==> config.mk <==
export PLATFORM = sky130hd
export DESIGN_NAME = gpio_irq_detect
export DESIGN_NICKNAME = d
export VERILOG_FILES = /design/src/rtl/gpio_irq_pkg.sv /design/src/rtl/gpio_irq_sense.sv /design/src/rtl/gpio_irq_regs.sv /design/src/rtl/gpio_irq_detect.sv
export SDC_FILE = /design/constraint.sdc
export NUM_CORES = 1
export LEC_CHECK = 0
export ABC_AREA = 1
export BUFFER_PORTS_ARGS = -buffer_cell sky130_fd_sc_hd__buf_4
export CAP_MARGIN = 20
export CORE_ASPECT_RATIO = 0.5
export CORE_MARGIN = 1
export CORE_UTILIZATION = 59
export DETAILED_ROUTE_END_ITERATION = 8
export PLACE_DENSITY_LB_ADDON = 0.08
export SYNTH_ARGS = -nofsm -noshare
export SYNTH_HDL_FRONTEND = slang
export SYNTH_HIERARCHICAL = 1
export SYNTH_SLANG_ARGS = --single-unit
export TNS_END_PERCENT = 20
==> constraint.sdc <==
create_clock -name clk -period 1.7 [get_ports clk]
set_input_delay 0.17 -clock clk [delete_from_list [all_inputs] [get_ports clk]]
set_output_delay 0.17 -clock clk [all_outputs]
set_load 0.05 [all_outputs]
==> src/rtl/gpio_irq_pkg.sv <==
// Shared constants for the GPIO interrupt detection unit.
// Assumes a word-indexed register port with a 3-bit address.
package gpio_irq_pkg;
    localparam int ADDR_W = 3;
    localparam logic [ADDR_W-1:0] A_CTRL = 3'd0;
    localparam logic [ADDR_W-1:0] A_DIR  = 3'd1;
    localparam logic [ADDR_W-1:0] A_EN   = 3'd2;
    localparam logic [ADDR_W-1:0] A_MASK = 3'd3;
    localparam logic [ADDR_W-1:0] A_PEND = 3'd4;
endpackage

==> src/rtl/gpio_irq_sense.sv <==
// Event detector: turns pad samples into per-pin event pulses.
// Each group of PINS/GROUPS pins shares one sense bit (ctrl[g]) and
// one polarity bit (ctrl[GROUPS+g]). Pins driven as outputs are gated off.
// Assumes pad_in is already synchronous to clk.
module gpio_irq_sense #(
    parameter int PINS   = 32,
    parameter int GROUPS = 2
) (
    input  logic                  clk,
    input  logic                  rst_n,
    input  logic [PINS-1:0]       pad_in,
    input  logic [PINS-1:0]       dir,
    input  logic [2*GROUPS-1:0]   ctrl,
    output logic [PINS-1:0]       evt
);
    localparam int GW = PINS / GROUPS;

    logic [PINS-1:0] prev_q;

    // Hold last cycle's pad sample for edge comparison.
    always_ff @(posedge clk) begin
        if (!rst_n) prev_q <= '0;
        else        prev_q <= pad_in;
    end

    for (genvar g = 0; g < GROUPS; g++) begin : g_grp
        logic [GW-1:0] cur, old, rise, fall, lvl, edg;
        assign cur  = pad_in[g*GW +: GW];
        assign old  = prev_q[g*GW +: GW];
        assign rise = cur & ~old;
        assign fall = ~cur & old;
        assign lvl  = ctrl[GROUPS+g] ? cur  : ~cur;
        assign edg  = ctrl[GROUPS+g] ? rise : fall;
        // Select sensing type and drop output pins.
        assign evt[g*GW +: GW] = (ctrl[g] ? edg : lvl) & ~dir[g*GW +: GW];
    end
endmodule

==> src/rtl/gpio_irq_regs.sv <==
// Register file: decode, error detection, control/direction/enable/mask
// storage and the write-1-to-clear pending vector.
// Assumes single-cycle transfers; read data and error are combinational.
module gpio_irq_regs
    import gpio_irq_pkg::*;
#(
    parameter int PINS   = 32,
    parameter int GROUPS = 2
) (
    input  logic                  clk,
    input  logic                  rst_n,
    input  logic                  acc_valid,
    input  logic                  acc_write,
    input  logic                  acc_nonsec,
    input  logic [ADDR_W-1:0]     acc_addr,
    input  logic [PINS-1:0]       acc_wdata,
    output logic [PINS-1:0]       acc_rdata,
    output logic                  acc_err,
    input  logic [PINS-1:0]       evt,
    output logic [2*GROUPS-1:0]   ctrl,
    output logic [PINS-1:0]       dir,
    output logic [PINS-1:0]       en,
    output logic [PINS-1:0]       mask,
    output logic [PINS-1:0]       pend
);
    localparam int CW = 2 * GROUPS;

    logic hit_ctrl, hit_dir, hit_en, hit_mask, hit_pend, known, sec_bad, wr_ok;
    logic [PINS-1:0] clr;

    assign hit_ctrl = (acc_addr == A_CTRL);
    assign hit_dir  = (acc_addr == A_DIR);
    assign hit_en   = (acc_addr == A_EN);
    assign hit_mask = (acc_addr == A_MASK);
    assign hit_pend = (acc_addr == A_PEND);
    assign known    = hit_ctrl | hit_dir | hit_en | hit_mask | hit_pend;
    assign sec_bad  = hit_mask & acc_nonsec;
    assign acc_err  = acc_valid & (~known | sec_bad);
    assign wr_ok    = acc_valid & acc_write & known & ~sec_bad;
    assign clr      = (wr_ok & hit_pend) ? acc_wdata : '0;

    // Configuration registers, updated by accepted writes.
    always_ff @(posedge clk) begin
        if (!rst_n) begin
            ctrl <= '0;
            dir  <= '0;
            en   <= '0;
            mask <= '1;
        end else if (wr_ok) begin
            if (hit_ctrl) ctrl <= acc_wdata[CW-1:0];
            if (hit_dir)  dir  <= acc_wdata;
            if (hit_en)   en   <= acc_wdata;
            if (hit_mask) mask <= acc_wdata;
        end
    end

    // Pending vector: events set, written ones clear, clear has priority.
    always_ff @(posedge clk) begin
        if (!rst_n) pend <= '0;
        else        pend <= (pend | evt) & ~clr;
    end

    // Read mux, zero outside read cycles and for rejected reads.
    always_comb begin
        acc_rdata = '0;
        if (acc_valid && !acc_write && !sec_bad) begin
            if (hit_ctrl) acc_rdata = {{(PINS-CW){1'b0}}, ctrl};
            if (hit_dir)  acc_rdata = dir;
            if (hit_en)   acc_rdata = en;
            if (hit_mask) acc_rdata = mask;
            if (hit_pend) acc_rdata = pend;
        end
    end

    AST_W1C_CLEAR: assert property (@(posedge clk) disable iff (!rst_n)
        (acc_valid && acc_write && !acc_err && acc_addr == A_PEND)
        |=> ((pend & $past(acc_wdata)) == '0));
    AST_MASK_SECURE: assert property (@(posedge clk) disable iff (!rst_n)
        (acc_valid && acc_nonsec) |=> $stable(mask));
    AST_NS_READ_ZERO: assert property (@(posedge clk) disable iff (!rst_n)
        (acc_valid && !acc_write && acc_nonsec && acc_addr == A_MASK) |-> (acc_rdata == '0));
    AST_ERR_IN_ACCESS: assert property (@(posedge clk) disable iff (!rst_n)
        acc_err |-> acc_valid);
endmodule

==> src/rtl/gpio_irq_detect.sv <==
// Top of the GPIO interrupt detection unit: event sensing, register file
// and the final interrupt reduction.
// Assumes pad_in is synchronous and transfers last one cycle.
module gpio_irq_detect
    import gpio_irq_pkg::*;
#(
    parameter int PINS   = 32,
    parameter int GROUPS = 2
) (
    input  logic              clk,
    input  logic              rst_n,
    input  logic              acc_valid,
    input  logic              acc_write,
    input  logic              acc_nonsec,
    input  logic [ADDR_W-1:0] acc_addr,
    input  logic [PINS-1:0]   acc_wdata,
    output logic [PINS-1:0]   acc_rdata,
    output logic              acc_err,
    input  logic [PINS-1:0]   pad_in,
    output logic              irq
);
    logic [2*GROUPS-1:0] ctrl;
    logic [PINS-1:0]     dir, en, mask, pend, evt;

    gpio_irq_sense #(.PINS(PINS), .GROUPS(GROUPS)) u_sense (
        .clk(clk), .rst_n(rst_n), .pad_in(pad_in), .dir(dir),
        .ctrl(ctrl), .evt(evt)
    );

    gpio_irq_regs #(.PINS(PINS), .GROUPS(GROUPS)) u_regs (
        .clk(clk), .rst_n(rst_n), .acc_valid(acc_valid), .acc_write(acc_write),
        .acc_nonsec(acc_nonsec), .acc_addr(acc_addr), .acc_wdata(acc_wdata),
        .acc_rdata(acc_rdata), .acc_err(acc_err), .evt(evt), .ctrl(ctrl),
        .dir(dir), .en(en), .mask(mask), .pend(pend)
    );

    // Interrupt request: any pending, enabled, unmasked pin.
    assign irq = |(pend & en & ~mask);

    AST_OUT_PIN_NO_SET: assert property (@(posedge clk) disable iff (!rst_n)
        ((pend & ~$past(pend) & $past(dir)) == '0));
    AST_IRQ_NEEDS_ENABLE: assert property (@(posedge clk) disable iff (!rst_n)
        irq |-> ((pend & en) != '0));
endmodule

* Yosys cells after proc, flatten, opt, wreduce, memory -nomap -nowiden *
Cells that the tools add are included.
Widths: inputs -> output; s select.

storage, ports and cells
  bits of input ports = 72
  flip-flop bits (word level) = 164
  word-level logic and storage cells = 64
  output and inout port bits = 34

cells by class
  mux-type cells = 13
  equality and inequality tests = 4
  bitwise gates (word level) = 31
  reduce and logical (&&, ||, !) cells = 10

operators by type and width
  operator            count
  $mux 32             6
  $and 16x16->16      6
  $and 32x32->32      3
  $mux 16             6
  $not 16->16         6
  $not 32->32         2
  $or 32x32->32       1
  $reduce_or 32->1    1
  $reduce_and 2->1    4
  $and 1x1->1         6
  $eq 3x2->1 const B  2
  $or 1x1->1          5
  $mux 4              1
  $eq 3x1->1 const B  1
  $eq 3x3->1 const B  1
  $logic_not 3->1     1
  $logic_and 1x1->1   2
  $logic_not 1->1     2
  $not 1->1           2

* Longest topological paths before layout *
  word-level depth = 11
  gate-level depth with buffers = 9
  gate-level depth less buffers = 7

* By module *
The synthesis kept the hierarchy.

modules (own cells, without submodules)
  module           sequential area each (um^2)  area an instance (um^2)  cells each  times used
  gpio_irq_regs    2642.5                       6919.1                   1089        1
  gpio_irq_sense   640.6                        2083.2                   335         1
  gpio_irq_detect  0.0                          407.9                    80          1

* Worst setup path after synthesis *
No wires, ideal clock.

  path kind = input port to output port
  start point = input port acc_addr[0]
  end point = output port acc_rdata[31]
  stages on the path = 8
  arrival time = 1.732 ns
  path buffers = 2
  slack = -0.202 ns
  cells stage by stage = buf_2 -> nor2_2 -> inv_2 -> nor2_2 -> inv_2 -> clkbuf_1 -> o21ai_0 -> a21oi_1

between the ends
  longest elaborated chain between the ends = 6
  elaborated cells on any way between the ends = 12
  those cells by class = eq/ne: 4; mux: 5; bitwise: 1; reduce/logical: 2

RTL lines
  what                line                   RTL
  start: declaration  gpio_irq_detect.sv:15  input logic [ADDR_W-1:0] acc_addr,
  $eq 3x1->1          gpio_irq_regs.sv:32    assign hit_dir = (acc_addr == A_DIR);
  $mux 32             gpio_irq_regs.sv:68    if (hit_dir) acc_rdata = dir;
  $mux 32             gpio_irq_regs.sv:69    if (hit_en) acc_rdata = en;
  $mux 32             gpio_irq_regs.sv:70    if (hit_mask) acc_rdata = mask;
  $mux 32             gpio_irq_regs.sv:71    if (hit_pend) acc_rdata = pend;
  $mux 32 (*)         gpio_irq_regs.sv:66    if (acc_valid && !acc_write && !sec_bad) begin
  end: declaration    gpio_irq_detect.sv:17  output logic [PINS-1:0] acc_rdata,

Mark *: on every way between the ends. The rest lies on a longest branch, timed or not.

* Worst setup path in the final report *
  start point = register u_regs.mask[24]
  end point = output port irq

between the ends
  longest elaborated chain between the ends = 3

RTL lines
  what                      line                   RTL
  start: declaration        gpio_irq_regs.sv:23    output logic [PINS-1:0] mask,
  start signal: assignment  gpio_irq_regs.sv:53    if (hit_mask) mask <= acc_wdata;
  $not 32->32               gpio_irq_detect.sv:38  assign irq = |(pend & en & ~mask);
  $and 32x32->32            gpio_irq_detect.sv:38
  $reduce_or 32->1          gpio_irq_detect.sv:38
  end: declaration          gpio_irq_detect.sv:20  output logic irq

Every way passes these cells.

==> summary.md <==
| Metric | Value |
|---|---|
| Outcome | complete, but fails checks |
| Failing checks | negative setup slack |
| Fin util | roughly 75% |
| Worst min-delay path class | primary input to register |
| Layout net count | roughly 1700 |
| Final-report hold violation count | 0 |
| Final setup TNS | -0.0789 ns |
| Die X-Extent | 181 µm |
| H-Tree Depth | 4 |
| Detail Route Antenna Nets | 0 |
| Final worst slack | -0.0572 ns |
| Vias in the first global route | between 9000 and 10000 |
| Detailed Routing Iterations Pass 1 | 6 |
| Crit-path cells | nand3b_1, nand2_1, nor2_1, nand2_1, nor2_1, nand2_1, buf_6 |
| Min cycle time layout | 1.76 ns |
| Ant. Diodes | 0 |
| Post-DP HPWL | ~20000 µm |
| Fin crit share | 103% |
| GP Congestion | ~0.92 |
| Unique masters post-synth | 23 |
| Initial antenna violation count | 0 |
| Grt total ovfl | 0 |
| Max Fclk | roughly 0.57 GHz |
| Seq pwr share | a little over two fifths |
| Worst-path maximum fanout | 3 |
| Worst-case clock buffer depth | 2 |
| Largest net degree at the start of global routing | 54 |
| Clock Root Buffer | clkbuf_16 |
| RSZ-0062 raised after global routing | yes |
| Die height | between 90 and 100 µm |
| Int Pwr | between 6000 and 7000 µW |
| Vias/cell | between 5 and 6 |
| Post-Place Cells | about 1800 |
| Post-Layout Cell Count | around 1800 |
| CP required | 1.53 ns |
| Initial core utilization | about three fifths |
| Layout Skew | ~0.0095 ns |
| Fillers | approximately 1300 |
| Mapped cell area | between 9000 and 10000 µm² |
| Critical setup path kind | register to primary output |
| Max Cap Viol | 0 |
| CP endpoint kind | primary output |
| Total CTS buffers | 17 |
| Mean area per synthesized cell | between 6 and 7 µm² |
| Setup violations, final | 3 |
| PwrDens | 812 nW/µm² |
| Clock network fraction of total power | 42.5% |
| Worst-Skew Late Latency | between 0.4 and 0.5 ns |
| Final WL | ~30000 µm |
| Critical path data arrival time | between 1.5 and 2 ns |
| LEAKAGE | approximately 0.0060 µW |
| YS warnings | 6 |
| Layout cell share with drive strength beyond 1 | approximately 17% |
| Clock Pin Slew Worst Setup and Hold Paths | 0.07 ns |
| GRT Total Usage | a little over a third |
| Flop and latch count out of synthesis | 164 |
| Core area | 15500 µm² |
| IO Pins | about 110 |
| Register area share after synthesis | 34.9% |
| Total nets after synthesis | ~1600 |
| Logic pwr share | around 14% |
| Sw Ratio | between 20% and 30% |
| Commonest non-fill, non-tap cell in the layout | nand2_1 |
| Crit-path max cell delay | between 0.3 and 0.4 ns |
| Via count | between 10000 and 15000 |
| Total clock sinks | 164 |
| Area Growth Syn to Fin | 24.3% |
| Net Sw Power | 2580 µW |
| Max IR drop VDD | 0.000689 V |
| Slew headroom | slightly below 80% |
| Die area | approximately 16000 µm² |
| Setup WS pre-CTS | 0.0893 ns |
| Row cnt | 32 |
| First-pass GRT wire length | 46600 µm |
| Wire per inst | roughly 16 µm |
| CTS tree | done |
| Mapped Cells | about 1500 |
| Number of DRC markers in iteration 0 | approximately 1200 |
| Worst slew pin tran | between 0.3 and 0.4 ns |
| Worst setup SP type | register |
| Number of remaining DRC errors | 0 |
| PortBufs | between 100 and 150 |
| Final Max Tran Viols | 0 |
| Most frequent cells in the layout | 397 x nand2_1, 305 x inv_1, 151 x dfxtp_1 |
| Most frequent CP cell | nand2_1 |
| Slowest CP cell | dfxtp_2 |
==> per-layer routing <==
layer	up-vias	global-route usage [%]	wire length, µm	part of all wire, %
met1	4622	45.0	12100	41
met3	116	5.42	2390	8.1
met4	0	14.5	1020	3.5
li1	4889	-	-	-
met5	-	0	0	0
met2	524	61.8	13800	47
==> path summary, 6_finish.rpt <==
kind,from,end,slack [ns],depth (start not counted)
worst max-delay path,u_regs/mask[24]$_SDFFE_PN1P_,irq,-0.06,7
worst min-delay path,acc_wdata[0],u_regs/mask[0]$_SDFFE_PN1P_,0.004,3
worst max register to register,u_regs/ctrl[0]$_SDFFE_PN0P_,u_regs/pend[10]$_SDFF_PN0_,0.32,7
worst min register to register,u_regs/mask[21]$_SDFFE_PN1P_,u_regs/mask[21]$_SDFFE_PN1P_,0.47,2
==> repair_timing <==
action	in CTS	in global routing
pin swaps	0	6
setup endpoints to repair	9	23
setup buffers	0	1
hold buffers	32	0
gates cloned	0	0
gates resized for setup	11	43
endpoints found under the hold margin	32	0
==> power by group through the flow <==
stage	registers, µW	clock network (µW)	logic (µW)
3_3_place_gp	4170	0	1210
3_5_place_dp	4170	0	1240
6_report	4090	4040	1360
4_1_cts	4090	4050	1310
2_1_floorplan	4140	0	768
5_1_grt	4100	4240	1470
==> flip-flops by register name (all words and copies together) (netlist names) <==
name	cells
u_regs/ctrl	4
u_regs/dir	32
u_regs/en	32
u_regs/mask	32
u_regs/pend	32
u_sense/prev_q	32
==> cell type report <==
| cell class | count | area [µm²] | area share (%) |
|---|---|---|---|
| clock buffers | 20 | 457 | 3.91 |
| inverters | 308 | 1160 | 9.89 |
| clock inverters | 12 | 153 | 1.31 |
| flip-flops and latches | 164 | 3300 | 28.2 |
| multi-input cells | 941 | 4590 | 39.3 |
| repair buffers | 190 | 1780 | 15.2 |
| well taps | 204 | 255 | 2.18 |
==> critical path, delay by kind of cell (launching register included) <==
kind | cells | cell delay [ns]
buf+inv | 1 | 0.15
flops | 1 | 0.35
simple gates | 6 | 0.65
==> synthesized netlist by cell type (all sizes together) <==
cell / instances / area [µm²]
nor2: 149 / 579
clkbuf: 28 / 105
nand3b: 15 / 113
nand4: 101 / 632
a21oi: 50 / 359
o21a: 32 / 240
o22ai: 11 / 68.8
buf: 63 / 348
o21ai: 77 / 385
nand3: 107 / 641
dfxtp: 164 / 3280
inv: 308 / 1160
nand2: 399 / 1500
==> logic make-up after synthesis <==
logic type,synth area share (%)
AND/OR/NAND/NOR,36.8
buffers and inverters,17.1
AO/OA/AOI/OAI,11.2
flip-flops,34.9
==> stage by stage <==
step	power (µW)	cell area, µm²	hold WS (ns)
6_report	9490	11700	0.00408
3_5_place_dp	5410	10600	0.372
2_1_floorplan	4910	9420	0.263
3_3_place_gp	5380	10600	0.366
5_1_grt	9810	11700	0.00311
4_1_cts	9450	11600	0.00152
Power figures use the tool's default switching activity.
